## src/rtl/sio_pkg.sv

```systemverilog
package sio_pkg;
  typedef enum logic {
    MODE_SHIFT = 1'b0,
    MODE_COUNT = 1'b1
  } sio_mode_e;
endpackage

```

## src/rtl/sio_sync_edge.sv

```systemverilog
module sio_sync_edge #(
  parameter int unsigned STAGES = 2
) (
  input  logic clk_i,
  input  logic rst_ni,
  input  logic si_i,
  input  logic cyc_i,
  output logic si_s_o,
  output logic fall_o
);
  logic [STAGES-1:0] sync_q;
  logic [1:0]        hist_q; // [0] newest strobe sample

  generate
    if (STAGES == 1) begin : g_one
      always_ff @(posedge clk_i or negedge rst_ni)
        if (!rst_ni) sync_q <= '0;
        else         sync_q <= si_i;
    end else begin : g_chain
      always_ff @(posedge clk_i or negedge rst_ni)
        if (!rst_ni) sync_q <= '0;
        else         sync_q <= {sync_q[STAGES-2:0], si_i};
    end
  endgenerate

  assign si_s_o = sync_q[STAGES-1];

  always_ff @(posedge clk_i or negedge rst_ni)
    if (!rst_ni)    hist_q <= '0;
    else if (cyc_i) hist_q <= {hist_q[0], si_s_o};

  // high, low, low across three strobe samples
  assign fall_o = cyc_i & ~si_s_o & ~hist_q[0] & hist_q[1];

  a_r5_single_fall: assert property (@(posedge clk_i) disable iff (!rst_ni)
    fall_o |=> !fall_o);
endmodule

```

## src/rtl/sio_core.sv

```systemverilog
module sio_core
  import sio_pkg::*;
#(
  parameter int unsigned W = 4
) (
  input  logic         clk_i,
  input  logic         rst_ni,
  input  logic         cyc_i,
  input  sio_mode_e    mode_i,
  input  logic         si_s_i,
  input  logic         fall_i,
  input  logic         xchg_i,
  input  logic [W-1:0] acc_i,
  input  logic         carry_i,
  output logic [W-1:0] sio_o,
  output logic         skl_o
);
  logic [W-1:0] sio_q, sio_d;
  logic         skl_q;

  always_comb begin
    sio_d = sio_q;
    if (xchg_i)                              sio_d = acc_i;
    else if (mode_i == MODE_COUNT && fall_i) sio_d = sio_q - W'(1);
    else if (mode_i == MODE_SHIFT && cyc_i)  sio_d = {sio_q[W-2:0], si_s_i};
  end

  always_ff @(posedge clk_i or negedge rst_ni)
    if (!rst_ni) begin
      sio_q <= '0;
      skl_q <= 1'b0;
    end else begin
      sio_q <= sio_d;
      if (xchg_i) skl_q <= carry_i;
    end

  assign sio_o = sio_q;
  assign skl_o = skl_q;

  a_r3_shift: assert property (@(posedge clk_i) disable iff (!rst_ni)
    (cyc_i && !xchg_i && mode_i == MODE_SHIFT) |=>
      sio_q == {$past(sio_q[W-2:0]), $past(si_s_i)});
  a_r4_decrement: assert property (@(posedge clk_i) disable iff (!rst_ni)
    (fall_i && !xchg_i && mode_i == MODE_COUNT) |=> sio_q == $past(sio_q) - W'(1));
  a_r4_wrap: assert property (@(posedge clk_i) disable iff (!rst_ni)
    (fall_i && !xchg_i && mode_i == MODE_COUNT && sio_q == '0) |=> sio_q == '1);
  a_r8_exchange: assert property (@(posedge clk_i) disable iff (!rst_ni)
    xchg_i |=> (sio_q == $past(acc_i)) && (skl_q == $past(carry_i)));
  a_r9_hold: assert property (@(posedge clk_i) disable iff (!rst_ni)
    (!cyc_i && !xchg_i) |=> $stable(sio_q));
endmodule

```

## src/rtl/sio_out_mux.sv

```systemverilog
module sio_out_mux
  import sio_pkg::*;
(
  input  sio_mode_e mode_i,
  input  logic      so_en_i,
  input  logic      msb_i,
  input  logic      skl_i,
  input  logic      cyc_i,
  output logic      so_o,
  output logic      sk_o
);
  always_comb begin
    if (mode_i == MODE_COUNT) begin
      so_o = so_en_i;
      sk_o = skl_i;
    end else begin
      so_o = so_en_i & msb_i;
      sk_o = skl_i & cyc_i;
    end
  end
endmodule

```

## src/rtl/sio_port.sv

```systemverilog
module sio_port
  import sio_pkg::*;
#(
  parameter int unsigned W           = 4,
  parameter int unsigned SYNC_STAGES = 2
) (
  input  logic         clk_i,
  input  logic         rst_ni,
  input  logic         cyc_i,
  input  logic         si_i,
  input  logic         mode_we_i,
  input  logic         mode_cnt_i,
  input  logic         so_en_i,
  input  logic         xchg_i,
  input  logic [W-1:0] acc_i,
  input  logic         carry_i,
  output logic         so_o,
  output logic         sk_o,
  output logic [W-1:0] sio_o,
  output logic [W-1:0] acc_o
);
  sio_mode_e    mode_q;
  logic         so_en_q;
  logic         si_s, fall, skl;
  logic [W-1:0] sio;

  always_ff @(posedge clk_i or negedge rst_ni)
    if (!rst_ni) begin
      mode_q  <= MODE_SHIFT;
      so_en_q <= 1'b0;
    end else if (mode_we_i) begin
      mode_q  <= sio_mode_e'(mode_cnt_i);
      so_en_q <= so_en_i;
    end

  sio_sync_edge #(.STAGES(SYNC_STAGES)) u_sync (
    .clk_i, .rst_ni, .si_i, .cyc_i, .si_s_o(si_s), .fall_o(fall)
  );

  sio_core #(.W(W)) u_core (
    .clk_i, .rst_ni, .cyc_i, .mode_i(mode_q), .si_s_i(si_s), .fall_i(fall),
    .xchg_i, .acc_i, .carry_i, .sio_o(sio), .skl_o(skl)
  );

  sio_out_mux u_mux (
    .mode_i(mode_q), .so_en_i(so_en_q), .msb_i(sio[W-1]), .skl_i(skl),
    .cyc_i, .so_o, .sk_o
  );

  assign sio_o = sio;
  assign acc_o = sio;

  a_r2_mode_load: assert property (@(posedge clk_i) disable iff (!rst_ni)
    mode_we_i |=> (mode_q == sio_mode_e'($past(mode_cnt_i))) && (so_en_q == $past(so_en_i)));
  a_r6_count_outputs: assert property (@(posedge clk_i) disable iff (!rst_ni)
    (mode_q == MODE_COUNT) |-> (so_o == so_en_q) && (sk_o == skl));
  a_r7_so_quiet: assert property (@(posedge clk_i) disable iff (!rst_ni)
    (mode_q == MODE_SHIFT && !so_en_q) |-> !so_o);
  a_r7_sk_gated: assert property (@(posedge clk_i) disable iff (!rst_ni)
    (mode_q == MODE_SHIFT && !skl) |-> !sk_o);
endmodule

```

## config.mk

```make
export PLATFORM = sky130hd
export DESIGN_NAME = sio_port
export DESIGN_NICKNAME = d
export VERILOG_FILES = /design/src/rtl/sio_pkg.sv /design/src/rtl/sio_sync_edge.sv /design/src/rtl/sio_core.sv /design/src/rtl/sio_out_mux.sv /design/src/rtl/sio_port.sv
export SDC_FILE = /design/constraint.sdc
export NUM_CORES = 1
export LEC_CHECK = 0
export BUFFER_PORTS_ARGS = -buffer_cell sky130_fd_sc_hd__buf_2
export CORE_AREA = 2 2 40 42
export DETAILED_ROUTE_END_ITERATION = 7
export DIE_AREA = 0 0 42 44
export PLACE_DENSITY = 0.78
export REMOVE_ABC_BUFFERS = 1
export SLEW_MARGIN = 20
export SYNTH_ARGS = -nofsm -noshare
export SYNTH_HDL_FRONTEND = slang
export SYNTH_SLANG_ARGS = --single-unit
```

## constraint.sdc

```tcl
create_clock -name clk_i -period 2.25 [get_ports clk_i]
set_input_delay 0.225 -clock clk_i [delete_from_list [all_inputs] [get_ports clk_i]]
set_output_delay 0.225 -clock clk_i [all_outputs]
set_load 0.02 [all_outputs]
```

# == Word level (Yosys, flattened, before mapping) ==
# Index checks and enable logic that the tools add are counted.
# totals
inputBits,13
ff_bits,11
output_inout_bits,10
# classes
muxes,5
n_reduce_logical,3
add_sub_neg,1
n_bitwise,8
# ops
cell,count
4-bit 2-to-1 mux,3
1-bit bitwise AND,5
4-bit by 1-bit subtractor with 4-bit output (second input constant),1
1-bit inverter,3
3-bit nonzero test,1
1-bit logical AND,2
1-bit 2-to-1 mux,2

# == Depth between registers and ports, before layout ==
# depth
ltp_word,7
mapped_depth,5
ltp_nobuf,5

# == Hierarchy ==
# Synthesis repeated with hierarchy kept, for this count alone.
# hier_totals
cells_unflattened,53
area_unflattened_um2,588.1
# modules_own_cells
mod,n_inst,seq_area_each_um2,cells_each,area_per_inst_um2
sio_core,1,125.1,36,335.3
sio_sync_edge,1,100.1,7,135.1
sio_port,1,50.0,8,102.6
sio_out_mux,1,0.0,2,15.0

# == Worst setup path before layout ==
# OpenSTA, ideal clock, no wires.
# synth_timing
path_type,register -> register
from,register u_sync.sync_q[1]
to,register u_core.sio_q[3] (netlist: u_core.sio_o[3])
period_less_slack_ns,1.599
stages_incl_launch_ff,5
arrival_time_ns,1.452
t_required_ns,2.104
path_slack_ns,0.651
path_cell_list,dfrtp_1 -> or3b_4 -> or2_4 -> a2111oi_4 -> a2111oi_2
# synth_between
elab_chain_len,7
# synth_lines
item,line_no,text
from (decl),sio_sync_edge.sv:11,logic [STAGES-1:0] sync_q;
from (signal assigned),sio_sync_edge.sv:22,"else sync_q <= {sync_q[STAGES-2:0], si_i};"
1-bit inverter *,sio_sync_edge.sv:33,assign fall_o = cyc_i & ~si_s_o & ~hist_q[0] & hist_q[1];
1-bit bitwise AND * (3 in series),sio_sync_edge.sv:33,
1-bit logical AND *,sio_core.sv:24,else if (mode_i == MODE_COUNT && fall_i) sio_d = sio_q - W'(1);
4-bit 2-to-1 mux,sio_core.sv:24,
4-bit 2-to-1 mux,sio_core.sv:23,if (xchg_i) sio_d = acc_i;
to (signal assigned),sio_core.sv:33,sio_q <= sio_d;
to (decl),sio_core.sv:18,"logic [W-1:0] sio_q, sio_d;"
# Mark *: on every way between the ends. The rest lies on a longest branch, timed or not.
# A chain may end at the register's enable or synchronous reset.

# == Final worst setup path ==
# Ends and elaborated chain as after synthesis.

==> impl_summary.txt <==
----------------------------------------------------
[Floorplanning]
  Die extent in y ... 44 µm
  Number of standard-cell rows in the floorplan ... 14
  Number of top-level pins ... 23
  Starting Density ... ~44%
  Core footprint ... 0.001419 mm²
  Die outline width ... 42 µm
  Die area ... 0.001848 mm²

[Final layout]
  Fraction of layout cells with a size suffix above 1 ... approximately 50%
  Fillcell total ... 129
  Post-layout net count ... 89
  Area occupied by multi-input gates ... roughly 300 µm²
  Antenna diode instance count ... 0
  Syn-to-layout area delta ... 20.04%
  Area taken by flip-flops and latches ... 275.3 µm²

[Clocking]
  Clock slew at reported path FFs ... 0.07 ns
  Clock buffer depth ... 2
  CTS tree ... done
  Insertion delay to the later sink of the worst-skew pair ... 0.27 ns
  Clock tree root buffer cell ... sky130_fd_sc_hd__clkbuf_4
  Post-CTS setup repair buffer count ... 0
  CTS buffer count ... 3
  CTS Sinks ... 11
  Maximum level of the CTS H-tree ... 1

[Place]
  Placer Congestion ... 0.7748
  Setup WS pre-CTS ... 0.6046 ns
  Post-detailed-placement half-perimeter wirelength ... 853.9 µm
  Port Buffer Count ... 22

[Timing]
  Fin. Hold Viols ... 0
  Worst slew pin tran ... 0.5347 ns
  Final critical delay including setup and external delays ... 1.648 ns
  Sum of negative setup slack ... 0 ns
  Worst slew margin relative to its limit ... 63.43%
  Number of max-slew violations in the final report ... 0
  Worst clock skew ... 0.002647 ns
  Share of the clock period used by the worst path after layout ... 73.25%
  Worst path setup slack after routing ... 0.6019 ns
  RSZ-0062 raised after global routing ... no
  Final setup fails ... 0
  Highest attainable clock frequency ... 606.8 MHz

[Synth]
  Largest cells by area after synthesis ... sky130_fd_sc_hd__dfrtp_1, sky130_fd_sc_hd__mux2_2, sky130_fd_sc_hd__buf_4
  Synthesized cell area ... 624.3 µm²
  Top-area cell type share of the netlist area ... 44.09%
  EDFF count, synth ... 0
  Dominant cell by count in the synthesized netlist ... sky130_fd_sc_hd__dfrtp_1
  Yosys top cell by area ... sky130_fd_sc_hd__dfrtp_1
  Total of flip-flops plus latches after synthesis ... 11
  Number of synthesis warnings ... 0
  Most used flip-flop cell after synthesis ... sky130_fd_sc_hd__dfrtp_1
  Avg Inst Size Synth ... 11.78 µm²
  Number of instances in the synthesized netlist ... 53
  Async set-reset flop share out of synthesis ... 100.0%
  Post-synthesis sequential area ratio ... 44.09%
  Number of library cell types mapped by synthesis ... 25
  Top cells by instance count after synthesis ... sky130_fd_sc_hd__dfrtp_1, sky130_fd_sc_hd__mux2_2, sky130_fd_sc_hd__buf_4, sky130_fd_sc_hd__inv_1, sky130_fd_sc_hd__o31ai_1

[Setup path]
  Crit path capture type ... flop
  Type of origin of the critical path ... flop
  Data arrival time of the critical path ... 1.78 ns
  Required arrival time at the worst endpoint ... about 2.4 ns
  Worst Path Class, Setup ... flop to flop
  Largest driver fanout on the critical path ... 4

[Power and ir drop]
  Reg power frac ... 46.3%
  Comb pwr share ... between 20% and 30%
  Sw Share ... 33.41%
  Maximum ir drop on the vdd rail ... about 0.34 mV
  Int Power ... 0.3589 mW
  Psw ... about 0.18 mW
  Leakage power ... ~0.34 nW
  Fraction of power consumed by the clock network ... 24.8%
  Cell area power density ... 719.1 mW/mm²

[GRT]
  First-pass GRT wire length ... 1.807 mm
  Largest net degree at the start of global routing ... 13
  Sum of overflow across all layers after global routing ... 0
  Total Routing Usage GR ... 13.27%
  Number of global-route vias before repair ... 426
  Initial antenna violation count ... 0

[Detailed routing]
  Avg WL per Cell ... 12.22 µm
  Number of DRC violations after detailed routing ... 0
  Per-cell via count in the routed design ... 5.211
  Remaining antenna violation count after routing ... 0
  Total wirelength of the detailed-routed design ... 1.100 mm
  Number of search-and-repair iterations in the first detailed-routing pass ... 2
  Via count of the routed design ... 469
  Detailed router's first-iteration violation count ... 5

[Status]
  Run status ... finished, final reports clean

[Run]
  Max-cap violations ... 0

[Hold path]
  Class of the tightest hold or removal check ... primary input to flop

----------------------------------------------------
-- final cells by class --
cell class | count | area share, %
Multi-Input combinational cell | 33 | 39.57
Inverter | 3 | 1.503
Sequential cell | 11 | 36.73
Clock buffer | 4 | 3.506
Tap cell | 16 | 2.671
Timing Repair Buffer | 23 | 16.03
-- path summary, 6_finish.rpt --
| path | start | endpoint | slack [ns] | cells after the start |
|---|---|---|---|---|
| worst max-delay path | u_sync.sync_q[1] | u_core.sio_o[3] | 0.60 | 4 |
| worst max register to register | u_sync.sync_q[1] | u_core.sio_o[3] | 0.60 | 4 |
| worst min register to register | u_sync.sync_q[0] | u_sync.sync_q[1] | 0.35 | 0 |
| max in group asynchronous | rst_ni | u_core.sio_o[0] | 1.69 | 2 |
| worst min-delay path | si_i | u_sync.sync_q[0] | 0.06 | 1 |
| min in group asynchronous | rst_ni | u_core.skl_o | 0.36 | 2 |
-- registers in the layout (all words and copies together) (netlist names) --
name           flops
so_en_q            1
u_sync.sync_q      2
u_core.sio_o       4
u_sync.hist_q      2
mode_q             1
u_core.skl_o       1
-- power by group through the flow --
stage	Combinational [mW]	Sequential (mW)	Clock, mW
global route	0.171	0.254	0.149
CTS	0.158	0.250	0.141
finish	0.156	0.249	0.134
floorplan	0.0724	0.278	0
detailed placement	0.157	0.254	0
global placement	0.154	0.252	0
-- per-stage QoR --
stage                     cells  hold slack [ns]  total power [mW]  instance area, µm²  utilization [%]
after floorplan              47         -0.07059            0.3505               583.1                -
after global placement       85           0.1039            0.4062               713.2            50.26
after detailed placement     85           0.1071            0.4106               713.2            50.26
after CTS                    90          0.05322            0.5487               749.5            52.82
after global routing         90          0.05006            0.5742               749.5            52.82
final                        90          0.06054            0.5390               749.5            52.82
-- logic make-up after synthesis --
family / count (synthesis) / share of synthesized area [%]
compound gates: 13 / 19.44
simple gates: 12 / 13.83
flops: 11 / 44.09
buf+inv: 9 / 8.417
mux: 6 / 10.82
xor+xnor: 1 / 1.403
fa+ha+maj: 1 / 2.004
-- what timing repair did --
action / in CTS / in global routing
endpoints found under the setup margin: 0 / 0
endpoints found under the hold margin: 11 / 0
hold buffers: 1 / 0
resized for setup: 0 / 0
-- layout by cell type, fill, tap and decap left out, drive strengths merged, types with 2 or more instances in the layout --
cell      n
a2111oi   3
a22oi     2
buf      22
clkbuf    4
dfrtp    11
inv       3
mux2      6
nand2     2
nor2b     2
nor3      2
o21a      2
o21ai     2
o31ai     3
-- worst max-delay path, cell delays in order, from the launching register on --
cell                        delay, ns
sky130_fd_sc_hd__dfrtp_1         0.40
sky130_fd_sc_hd__or3b_4          0.41
sky130_fd_sc_hd__or2_4           0.27
sky130_fd_sc_hd__a2111oi_4       0.35
sky130_fd_sc_hd__a2111oi_2       0.08
-- per-layer routing --
| metal | part of all wire, % | track usage, % | wire, µm | up-vias |
|---|---|---|---|---|
| met2 | 46 | 19.38 | 510 | 16 |
| met1 | 46 | 18.16 | 501 | 212 |
| li1 | - | - | - | 238 |
| met5 | 0 | 0 | 0 | - |
| met3 | 6.6 | 4.167 | 73 | 3 |
| met4 | 1.3 | 5.806 | 14 | 0 |
Note: power is estimated with default switching activity, not from simulation.
